File: src/rtl/ser_status_pkg.sv
`timescale 1ns/1ps
package ser_status_pkg;
  // Bit positions inside the status word
  localparam int unsigned POS_RXEN    = 17;
  localparam int unsigned POS_TXEN    = 16;
  localparam int unsigned POS_RXSYN   = 11;
  localparam int unsigned POS_TXSYN   = 10;
  localparam int unsigned POS_CP1     = 9;
  localparam int unsigned POS_CP0     = 8;
  localparam int unsigned POS_OVRUN   = 5;
  localparam int unsigned POS_RXRDY   = 4;
  localparam int unsigned POS_TXEMPTY = 1;
  localparam int unsigned POS_TXRDY   = 0;

  // Index of each sticky flag inside the sticky vector
  localparam int unsigned SF_CP0   = 0;
  localparam int unsigned SF_CP1   = 1;
  localparam int unsigned SF_TXSYN = 2;
  localparam int unsigned SF_RXSYN = 3;
  localparam int unsigned SF_OVRUN = 4;
  localparam int unsigned SF_COUNT = 5;

  // Lanes of the enable trackers
  localparam int unsigned LANE_RX = 0;
  localparam int unsigned LANE_TX = 1;
  localparam int unsigned LANES   = 2;
endpackage

File: src/rtl/ser_enable_track.sv
`timescale 1ns/1ps
module ser_enable_track (
  input  logic clk,
  input  logic rst,
  input  logic on_cmd,
  input  logic off_cmd,
  input  logic idle,
  output logic en
);
  logic pend;

  always_ff @(posedge clk) begin
    if (rst) begin
      en   <= 1'b0;
      pend <= 1'b0;
    end else if (on_cmd) begin
      en   <= 1'b1;
      pend <= 1'b0;
    end else if ((off_cmd || pend) && en) begin
      if (idle) begin
        en   <= 1'b0;
        pend <= 1'b0;
      end else begin
        pend <= 1'b1;
      end
    end else begin
      pend <= 1'b0;
    end
  end

  AST_EN_SET: assert property (@(posedge clk) disable iff (rst)
    on_cmd |=> en);
  AST_EN_HOLD_BUSY: assert property (@(posedge clk) disable iff (rst)
    (en && !idle) |=> en);
  AST_EN_NO_SELF_SET: assert property (@(posedge clk) disable iff (rst)
    (!en && !on_cmd) |=> !en);
endmodule

File: src/rtl/ser_sticky_flags.sv
`timescale 1ns/1ps
module ser_sticky_flags #(
  parameter int unsigned N = 5
) (
  input  logic         clk,
  input  logic         rst,
  input  logic [N-1:0] set,
  input  logic         clr,
  output logic [N-1:0] flag
);
  for (genvar i = 0; i < N; i++) begin : g_flag
    always_ff @(posedge clk) begin
      if (rst)          flag[i] <= 1'b0;
      else if (set[i])  flag[i] <= 1'b1;
      else if (clr)     flag[i] <= 1'b0;
    end

    AST_SET_WINS: assert property (@(posedge clk) disable iff (rst)
      set[i] |=> flag[i]);
    AST_CLEAR_ON_READ: assert property (@(posedge clk) disable iff (rst)
      (clr && !set[i]) |=> !flag[i]);
    AST_KEEP_UNTIL_READ: assert property (@(posedge clk) disable iff (rst)
      (flag[i] && !clr) |=> flag[i]);
  end
endmodule

File: src/rtl/ser_rx_hold.sv
`timescale 1ns/1ps
module ser_rx_hold (
  input  logic clk,
  input  logic rst,
  input  logic load,
  input  logic read,
  output logic rdy,
  output logic ovr_set
);
  assign ovr_set = load && rdy && !read;

  always_ff @(posedge clk) begin
    if (rst)       rdy <= 1'b0;
    else if (load) rdy <= 1'b1;
    else if (read) rdy <= 1'b0;
  end

  AST_RXRDY_LOAD: assert property (@(posedge clk) disable iff (rst)
    load |=> rdy);
  AST_RXRDY_DRAIN: assert property (@(posedge clk) disable iff (rst)
    (read && !load) |=> !rdy);
endmodule

File: src/rtl/ser_tx_hold.sv
`timescale 1ns/1ps
module ser_tx_hold (
  input  logic clk,
  input  logic rst,
  input  logic write,
  input  logic xfer,
  output logic full
);
  always_ff @(posedge clk) begin
    if (rst)        full <= 1'b0;
    else if (write) full <= 1'b1;
    else if (xfer)  full <= 1'b0;
  end

  AST_THR_FILL: assert property (@(posedge clk) disable iff (rst)
    write |=> full);
  AST_THR_DRAIN: assert property (@(posedge clk) disable iff (rst)
    (xfer && !write) |=> !full);
endmodule

File: src/rtl/ser_status_reg.sv
`timescale 1ns/1ps
module ser_status_reg
  import ser_status_pkg::*;
#(
  parameter int unsigned ADDR_W      = 8,
  parameter int unsigned DATA_W      = 32,
  parameter int unsigned STAT_OFFSET = 'h40
) (
  input  logic              clk,
  input  logic              rst,
  input  logic              rx_on_cmd,
  input  logic              rx_off_cmd,
  input  logic              tx_on_cmd,
  input  logic              tx_off_cmd,
  input  logic              rx_busy,
  input  logic              rx_sync_evt,
  input  logic              tx_sync_evt,
  input  logic              cmp0_evt,
  input  logic              cmp1_evt,
  input  logic              rhr_load,
  input  logic              rhr_read,
  input  logic              thr_write,
  input  logic              thr_xfer,
  input  logic              shift_busy,
  input  logic              rd_en,
  input  logic [ADDR_W-1:0] rd_addr,
  output logic [DATA_W-1:0] rd_data
);
  localparam logic [ADDR_W-1:0] HIT_ADDR = ADDR_W'(STAT_OFFSET);
  localparam logic [DATA_W-1:0] USED_MASK =
    (DATA_W'(1) << POS_RXEN)  | (DATA_W'(1) << POS_TXEN)  |
    (DATA_W'(1) << POS_RXSYN) | (DATA_W'(1) << POS_TXSYN) |
    (DATA_W'(1) << POS_CP1)   | (DATA_W'(1) << POS_CP0)   |
    (DATA_W'(1) << POS_OVRUN) | (DATA_W'(1) << POS_RXRDY) |
    (DATA_W'(1) << POS_TXEMPTY) | (DATA_W'(1) << POS_TXRDY);

  logic                stat_hit;
  logic                thr_full;
  logic                rx_rdy;
  logic                ovr_set;
  logic [SF_COUNT-1:0] sf_set;
  logic [SF_COUNT-1:0] sf_flag;
  logic [LANES-1:0]    on_v, off_v, idle_v, en_v;
  logic [DATA_W-1:0]   word;

  assign stat_hit = rd_en && (rd_addr == HIT_ADDR);

  // Enable lanes: receive idles on rx_busy low, transmit on both stages empty
  assign on_v[LANE_RX]   = rx_on_cmd;
  assign off_v[LANE_RX]  = rx_off_cmd;
  assign idle_v[LANE_RX] = !rx_busy;
  assign on_v[LANE_TX]   = tx_on_cmd;
  assign off_v[LANE_TX]  = tx_off_cmd;
  assign idle_v[LANE_TX] = !thr_full && !shift_busy;

  for (genvar l = 0; l < LANES; l++) begin : g_lane
    ser_enable_track i_en (
      .clk    (clk),
      .rst    (rst),
      .on_cmd (on_v[l]),
      .off_cmd(off_v[l]),
      .idle   (idle_v[l]),
      .en     (en_v[l])
    );
  end

  ser_rx_hold i_rx (
    .clk    (clk),
    .rst    (rst),
    .load   (rhr_load),
    .read   (rhr_read),
    .rdy    (rx_rdy),
    .ovr_set(ovr_set)
  );

  ser_tx_hold i_tx (
    .clk  (clk),
    .rst  (rst),
    .write(thr_write),
    .xfer (thr_xfer),
    .full (thr_full)
  );

  always_comb begin
    sf_set           = '0;
    sf_set[SF_CP0]   = cmp0_evt;
    sf_set[SF_CP1]   = cmp1_evt;
    sf_set[SF_TXSYN] = tx_sync_evt;
    sf_set[SF_RXSYN] = rx_sync_evt;
    sf_set[SF_OVRUN] = ovr_set;
  end

  ser_sticky_flags #(.N(SF_COUNT)) i_flags (
    .clk (clk),
    .rst (rst),
    .set (sf_set),
    .clr (stat_hit),
    .flag(sf_flag)
  );

  always_comb begin
    word              = '0;
    word[POS_RXEN]    = en_v[LANE_RX];
    word[POS_TXEN]    = en_v[LANE_TX];
    word[POS_RXSYN]   = sf_flag[SF_RXSYN];
    word[POS_TXSYN]   = sf_flag[SF_TXSYN];
    word[POS_CP1]     = sf_flag[SF_CP1];
    word[POS_CP0]     = sf_flag[SF_CP0];
    word[POS_OVRUN]   = sf_flag[SF_OVRUN];
    word[POS_RXRDY]   = rx_rdy;
    word[POS_TXEMPTY] = !thr_full && !shift_busy;
    word[POS_TXRDY]   = !thr_full;
  end

  always_ff @(posedge clk) begin
    if (rst)        rd_data <= '0;
    else if (rd_en) rd_data <= stat_hit ? word : '0;
  end

  AST_UNUSED_BITS_ZERO: assert property (@(posedge clk) disable iff (rst)
    (rd_data & ~USED_MASK) == '0);
  AST_MISS_READS_ZERO: assert property (@(posedge clk) disable iff (rst)
    (rd_en && rd_addr != HIT_ADDR) |=> rd_data == '0);
  AST_EMPTY_NEEDS_RDY: assert property (@(posedge clk) disable iff (rst)
    rd_data[POS_TXEMPTY] |-> rd_data[POS_TXRDY]);
  AST_OVR_SURVIVES_DRAIN: assert property (@(posedge clk) disable iff (rst)
    (sf_flag[SF_OVRUN] && rhr_read && !stat_hit) |=> sf_flag[SF_OVRUN]);
endmodule

File: config.mk
export PLATFORM = sky130hd
export DESIGN_NAME = ser_status_reg
export DESIGN_NICKNAME = d
export VERILOG_FILES = /design/src/rtl/ser_status_pkg.sv /design/src/rtl/ser_enable_track.sv /design/src/rtl/ser_sticky_flags.sv /design/src/rtl/ser_rx_hold.sv /design/src/rtl/ser_tx_hold.sv /design/src/rtl/ser_status_reg.sv
export SDC_FILE = /design/constraint.sdc
export NUM_CORES = 1
export LEC_CHECK = 0
export BUFFER_PORTS_ARGS = -buffer_cell sky130_fd_sc_hd__buf_2
export CORE_ASPECT_RATIO = 1.5
export CORE_MARGIN = 2
export CORE_UTILIZATION = 42
export DETAILED_ROUTE_END_ITERATION = 16
export GPL_TIMING_DRIVEN = 0
export PLACE_DENSITY_LB_ADDON = 0.2
export SLEW_MARGIN = 25
export SYNTH_ARGS = -nofsm -noshare
export SYNTH_HDL_FRONTEND = slang
export SYNTH_SLANG_ARGS = --single-unit
File: constraint.sdc
create_clock -name clk -period 1.9 [get_ports clk]
set_input_delay 0.095 -clock clk [delete_from_list [all_inputs] [get_ports clk]]
set_output_delay 0.095 -clock clk [all_outputs]
set_load 0.005 [all_outputs]
Yosys cells after proc, flatten, opt, wreduce, memory -nomap -nowiden

Index checks and enable logic that the tools add are counted.

Register bits after elaboration: 43
Input bits: 25
Output and inout port bits: 32
Word-level logic and storage cells: 60

Equal/unequal tests: 2
Mux-type cells: 19
Bitwise gates (word level): 2
Reductions and logical operators: 25

Operators with widths:

| cell                                                                  | count |
|---|---|
| 2-bit nonzero test                                                    | 10 |
| 1-bit 2-to-1 mux                                                      | 18 |
| 18-bit 2-to-1 mux                                                     | 1 |
| 8-bit by 7-bit equality test with 1-bit output, second input constant | 1 |
| 1-bit logical AND                                                     | 6 |
| 3-bit OR reduction                                                    | 2 |
| 2-bit AND reduction                                                   | 2 |
| 1-bit logical NOT                                                     | 3 |
| 1-bit logical OR                                                      | 2 |
| 2-bit inequality test, second input constant                          | 1 |
| 1-bit inverter                                                        | 2 |

Logic depth before layout (Yosys ltp)

Gate-level depths: netlist of run 1.

Word-level depth: 5
Mapped depth: 4
Mapped depth without buffers: 3

By module

From an unflattened synthesis of run 1, not the netlist that was laid out.

Cell total of the unflattened synthesis: 122
Area, all modules: 1146.1 um^2

Modules (own cells, without submodules):

| module           | times used | cells each | area an instance (um^2) | sequential area each (um^2) |
|---|---|---|---|---|
| ser_status_reg   | 1          | 77         | 694.4                   | 200.2 |
| ser_enable_track | 2          | 8          | 93.8                    | 40.0 |
| ser_sticky_flags | 1          | 20         | 175.2                   | 100.1 |
| ser_rx_hold      | 1          | 5          | 50.0                    | 20.0 |
| ser_tx_hold      | 1          | 4          | 38.8                    | 20.0 |

Least setup slack after synthesis of run 1

OpenSTA, ideal clock, no wires.

Path type: in2reg
Start point: in rd_addr[3]
End point: reg rd_data[1]
Setup time: 88 ps
Arrival: 1097 ps
Required time: 1812 ps
Slack: 715 ps
Stages on the path: 4
Buffers on the path: 1
Cells stage by stage: or3b_1 > buf_6 > or4_4 > o32ai_2

Longest elaborated chain between the ends: 3

Ends and longest elaborated chain:

| item                                           | line                  | text |
|---|---|---|
| start: declaration                             | ser_status_reg.sv:26  | `input logic [ADDR_W-1:0] rd_addr,` |
| 8-bit by 7-bit equality test with 1-bit output | ser_status_reg.sv:46  | `assign stat_hit = rd_en && (rd_addr == HIT_ADDR);` |
| 1-bit logical AND                              | ser_status_reg.sv:46  |  |
| 18-bit 2-to-1 mux                              | ser_status_reg.sv:117 | `else if (rd_en) rd_data <= stat_hit ? word : '0;` |
| end signal: assignment                         | ser_status_reg.sv:117 |  |
| end: declaration                               | ser_status_reg.sv:27  | `output logic [DATA_W-1:0] rd_data` |

Every way passes these cells.
A chain may end at the register's enable or synchronous reset.

Worst setup path after layout of run 1

Start point: reg i_tx.full
End point: reg rd_data[1]

Longest elaborated chain between the ends: 3

Ends and longest elaborated chain:

| item                     | line                  | text |
|---|---|---|
| start: declaration       | ser_tx_hold.sv:7      | `output logic full` |
| start signal: assignment | ser_tx_hold.sv:10     | `if (rst) full <= 1'b0;` |
| start signal: assignment | ser_tx_hold.sv:11     | `else if (write) full <= 1'b1;` |
| start signal: assignment | ser_tx_hold.sv:12     | `else if (xfer) full <= 1'b0;` |
| 1-bit logical NOT        | ser_status_reg.sv:111 | `word[POS_TXEMPTY] = !thr_full && !shift_busy;` |
| 1-bit logical AND        | ser_status_reg.sv:111 |  |
| 18-bit 2-to-1 mux        | ser_status_reg.sv:117 |  |

Every way passes these cells.

==> results of run 1 <==
## metrics by stage
| step | setup WS [ns] | util | power (mW) | instances | hold slack, ns |
|---|---|---|---|---|---|
| final | 0.804 | 0.572 | 0.804 | 202 | 0.0377 |
| after floorplan | 0.715 | - | 0.553 | 137 | 0.172 |
| after CTS | 0.803 | 0.572 | 0.806 | 202 | 0.0421 |
| after global routing | 0.773 | 0.572 | 0.833 | 202 | 0.0663 |
| after detailed placement | 0.543 | 0.549 | 0.597 | 195 | 0.282 |
| after global placement | 0.559 | 0.549 | 0.593 | 195 | 0.274 |
## Yosys cell counts (all sizes together)
cell,n,area [um^2]
o22ai,1,6.26
nor2b,2,12.5
nor2,13,48.8
nand4,7,43.8
dfxtp,21,420
nor4b,2,17.5
or4,1,11.3
a211oi,5,37.5
buf,24,180
and2,1,6.26
o32ai,2,25.0
nor3b,1,7.51
o31ai,1,7.51
inv,4,15.0
nor4,1,21.3
nand2,1,3.75
conb,1,3.75
a21oi,12,60.1
nand2b,9,56.3
o41ai,1,16.3
o21ai,1,5.00
or3b,2,17.5
clkbuf,3,11.3
## routing by layer
layer	wire, um	track usage	vias up
li1	-	-	483
met1	753	0.153	407
met2	1130	0.290	37
met3	147	0.0195	5
met4	42	0.0795	0
met5	0	0	-
## state kept, by name, summed over array words and instances, names as in the netlist
signal and flops:
rd_data 10, i_flags.flag 5, g_lane.i_en.en 2, g_lane.i_en.pend 2, i_rx.rdy 1, i_tx.full 1
## power by group
| group | internal (mW) | total [mW] | switching, mW | leakage, nW |
|---|---|---|---|---|
| combinational | 0.0706 | 0.130 | 0.0595 | 0.473 |
| clock | 0.0819 | 0.213 | 0.131 | 0.0150 |
| sequential | 0.454 | 0.462 | 0.00794 | 0.172 |
| total | 0.606 | 0.804 | 0.198 | 0.660 |
## final cells by class
| class | instances | area (um^2) | area share |
|---|---|---|---|
| clock buffer | 4 | 26.3 | 0.0192 |
| inverter | 4 | 15.0 | 0.0110 |
| timing repair buffer | 37 | 200 | 0.146 |
| multi-input combinational | 85 | 487 | 0.355 |
| sequential | 21 | 420 | 0.307 |
| tap | 24 | 30.0 | 0.0219 |
| buffer | 27 | 191 | 0.140 |
## critical path: stages, from the launching register on
cell and delay [ns]:
dfxtp_1 0.37, or4_4 0.55, o32ai_2 0.10
## cell usage in the layout (no fill, tap or decap), types with 4 or more instances in the layout
cell type,netlist,layout
clkbuf_1,3,4
a21oi_1,12,12
nand2b_1,9,9
a211oi_1,5,5
buf_4,22,22
nor2_1,13,13
dfxtp_1,21,21
inv_1,4,4
nand4_1,7,7
buf_2,0,34
conb_1,1,22
## path summary, 6_finish.rpt
check | endpoint | slack [ns] | depth (start not counted)
hold reg to reg | rd_data[4] | 0.47 | 2
setup reg to reg | rd_data[1] | 0.80 | 2
hold / removal | i_rx.rdy | 0.04 | 3
setup / recovery | rd_data[1] | 0.80 | 2
## repair_timing
action | CTS | global route
setup endpoints to repair | 0 | 0
endpoints found under the hold margin | 3 | 0
hold buffers | 3 | 0
## kinds of logic (layout without fill, tap and decap cells)
kind of cell | Yosys count | count (layout) | synth area share
and+or+nand+nor | 40 | 40 | 0.238
buffers and inverters | 31 | 72 | 0.200
AOI/OAI and AO/OA | 23 | 23 | 0.152
DFF | 21 | 21 | 0.406
other | 1 | 22 | 0.00362
==> reports/metrics.cfg, run 1 <==
[worst_setup_path]
end_kind=register
critPathLaunchType=register
required_ns=2.12
crit_fanout=5
arrival_ns=1.32
r2r_start=i_tx.full
critPathLaunch=i_tx.full
crit_type=register to register

[cts]
clk_path_buf_depth=2
postCtsSetupBuffers=0
cts_tree=built
clk_latency_ns=0.30
numCtsBuffers=3
post_cts_resize_count=0
htree_levels=1
cts_sinks=21
cts_root_buf=clkbuf_4
clk_pin_slew_ns=0.11

[die]
core_um2=2390
die_h_um=64.8
dieArea_um2=2880
row_count=22
die-width_um=44.5
start_util=0.432
io_pins=57

[layout]
nFillCells=260
fin_area_um2=1370
antenna_cells=0
areaGrowthSynthToFinish_pct=32.4
drive_gt1_frac=0.365
fin_nets=204

[power]
power_leakage_nw=0.660
cellPowerDensity_nw_per_um2=587
max-vdd-ir-drop_mv=0.342

[detailed_routing]
vias=932
viasPerCell=4.61
routed_wl_um=2070
antenna_violating_nets_post_route=0
first_pass_iters=4
wire_per_inst_um=10.3
dr.first_iter.drc_count=31
drc=0

[sta]
max_freq_mhz=913
hold_viol_final=0
slew_headroom=0.462
rsz0062_at_grt=no
min_period_ns=1.10
tightestPinTransition_ns=0.806
fin_skew_ns=0.00413
drv_slew=0
setup_viol_count_final=0
post-route-period-util=0.577
tns_ns=0

[placed_design]
dpl.hpwl_um=1660
placement.io_buffers=34
place.gp.congestion=0.757
dpl_cell_area_um2=1310

[grt]
grt_pass1_wl_um=3350
track_usage=0.154
grt_max_degree=12
grt-ovfl-total=0
first_global_vias=835
antenna_found_initial=0

[synth]
ys.warnings.count=0
synthDistinctLibCells=27
synthesis.area_um2=1030
ys_seq_area_frac=0.406
synth.avg_cell_area_um2=8.92
synth_seq_cells=21
synthCells=116

[outcome]
outcome=complete, no violations

[run]
max-cap-violations=0

[worst_hold_path]
hold_path_startpoint=rhr_load
hold_path_class=input pin to register

Power figures use the tool's default switching activity.
==> inputs of run 2 (changes only) <==
clock period = 1.1 ns   (was 1.9 ns; I/O delays follow)
==> reports/metrics.cfg, run 2 (synthesized netlist as in run 1, its figures left out) <==
[outcome]
outcome=complete, no violations

[run]
max-cap-violations=0

[detailed_routing]
antenna_violating_nets_post_route=0
drc=0
viasPerCell=4.59
wl_met1_um=735
dr.first_iter.drc_count=15
highest_layer=met4
dr_wl_met3_um=186
wire_per_inst_um=10.6
routed_wl_um=2190
wl_met2_um=1210
first_pass_iters=4
vias=946

[die]
row_count=22
die_h_um=64.8
dieArea_um2=2880
core_um2=2390
die-width_um=44.5
start_util=0.432
io_pins=57

[sta]
setup_viol_count_final=0
rsz0062_at_grt=no
min_period_ns=1.07
setup_ws_ns=0.0328
hold_viol_final=0
fin_skew_ns=0.00193
max_freq_mhz=937
drv_slew=0
post-route-period-util=0.970

[layout]
top_regs=rd_data (10), i_flags.flag (5)
regMostFlops=rd_data
antenna_cells=0
layout_common_cells=34 x buf_2, 25 x buf_4, 22 x conb_1, 20 x dfxtp_1, 13 x nor2_1
fin_area_um2=1410
seq_area_um2=422
largest_reg_flops=10
final_common_cell=buf_2
areaGrowthSynthToFinish_pct=36.3
multi_input_area_um2=492
drive_gt1_frac=0.390
fin_nets=208
nFillCells=233

[worst_setup_path]
r2r-end=rd_data[1]
crit_type=register to register
end_kind=register
critPathLaunchType=register
required_ns=1.33
r2r_start=i_tx.full
arrival_ns=1.29
crit_fanout=5
worst-r2r-setup-slack_ns=0.03
reg2reg_depth=2

[cts]
htree_levels=1
cts_tree=built
cts_sinks=21
cts_root_buf=clkbuf_4
clk_path_buf_depth=2
clk_pin_slew_ns=0.11
numCtsBuffers=3
clk_latency_ns=0.30

[placed_design]
dpl_cell_area_um2=1310
dpl.hpwl_um=1740
placement.io_buffers=34
place.gp.congestion=0.763
place_ws_ns=-0.225

[grt]
grt_max_degree=13
first_global_vias=885
antenna_found_initial=0
track_usage=0.171
grt_pass1_wl_um=3620
grt-ovfl-total=0

[power]
max-vdd-ir-drop_mv=0.972
cellPowerDensity_nw_per_um2=991
power_leakage_nw=0.685

[worst_hold_path]
hold_path_class=input pin to register
hold_end=i_flags.flag[2]
hold_path_startpoint=tx_sync_evt
hold_path_depth=3

## run 2: changes by cell type in the layout (fill, tap and decap cells not counted)
cell and change:
buf_4 +3, clkbuf_1 -1, clkinv_2 +1, dfxtp_1 -1, dfxtp_2 +1, dlygate4sd3_1 +1, nor3b_1 -1, nor3b_2 +1
## run 2: report_power, final
group	internal [mW]	total (mW)	switching (mW)
clock	0.136	0.366	0.230
combinational	0.128	0.234	0.105
sequential	0.784	0.798	0.0140
## run 2: how the worst max path moves through the flow
stage / start / end / depth (start not counted)
3_3_place_gp: rd_addr[1] / rd_data[0] / 4
3_5_place_dp: rd_addr[1] / rd_data[0] / 4
5_1_grt: i_tx.full / rd_data[1] / 2
6_report: i_tx.full / rd_data[1] / 2
4_1_cts: i_tx.full / rd_data[1] / 2
2_1_floorplan: rd_addr[3] / rd_data[1] / 4
## run 2: area by class of cell
type,instances,area share
multi-input cells,85,0.349
inverters,4,0.0106
clock buffers,3,0.0160
plain buffers,27,0.136
repair buffers,41,0.165
flip-flops and latches,21,0.299
clock inverters,1,0.00355
well taps,24,0.0213
## run 2: critical path, cell delays in order, from the launching register on
cell	delay, ns
dfxtp_2	0.36
or4_4	0.53
o32ai_2	0.10
## run 2: stage by stage
stage          setup TNS (ns)  instances  hold slack (ns)  power (mW)  utilization
2_1_floorplan         -0.0449        137            0.132       0.955            -
3_3_place_gp            -2.51        195            0.233        1.02        0.549
3_5_place_dp            -2.76        195            0.241        1.03        0.549
4_1_cts                     0        203           0.0120        1.39        0.577
5_1_grt                     0        206           0.0187        1.45        0.589
6_report                    0        206           0.0197        1.40        0.589
## run 2: per-layer routing
layer  track usage  vias up
li1              -      489
met1         0.157      414
met4         0.114        0
met5             0        -
met2         0.321       38
met3        0.0251        5
## run 2: timing repair
item,CTS,global route
hold buffers,4,0
gates resized for setup,0,2
endpoints found under the setup margin,0,5
endpoints found under the hold margin,6,0
buffers inserted,0,3
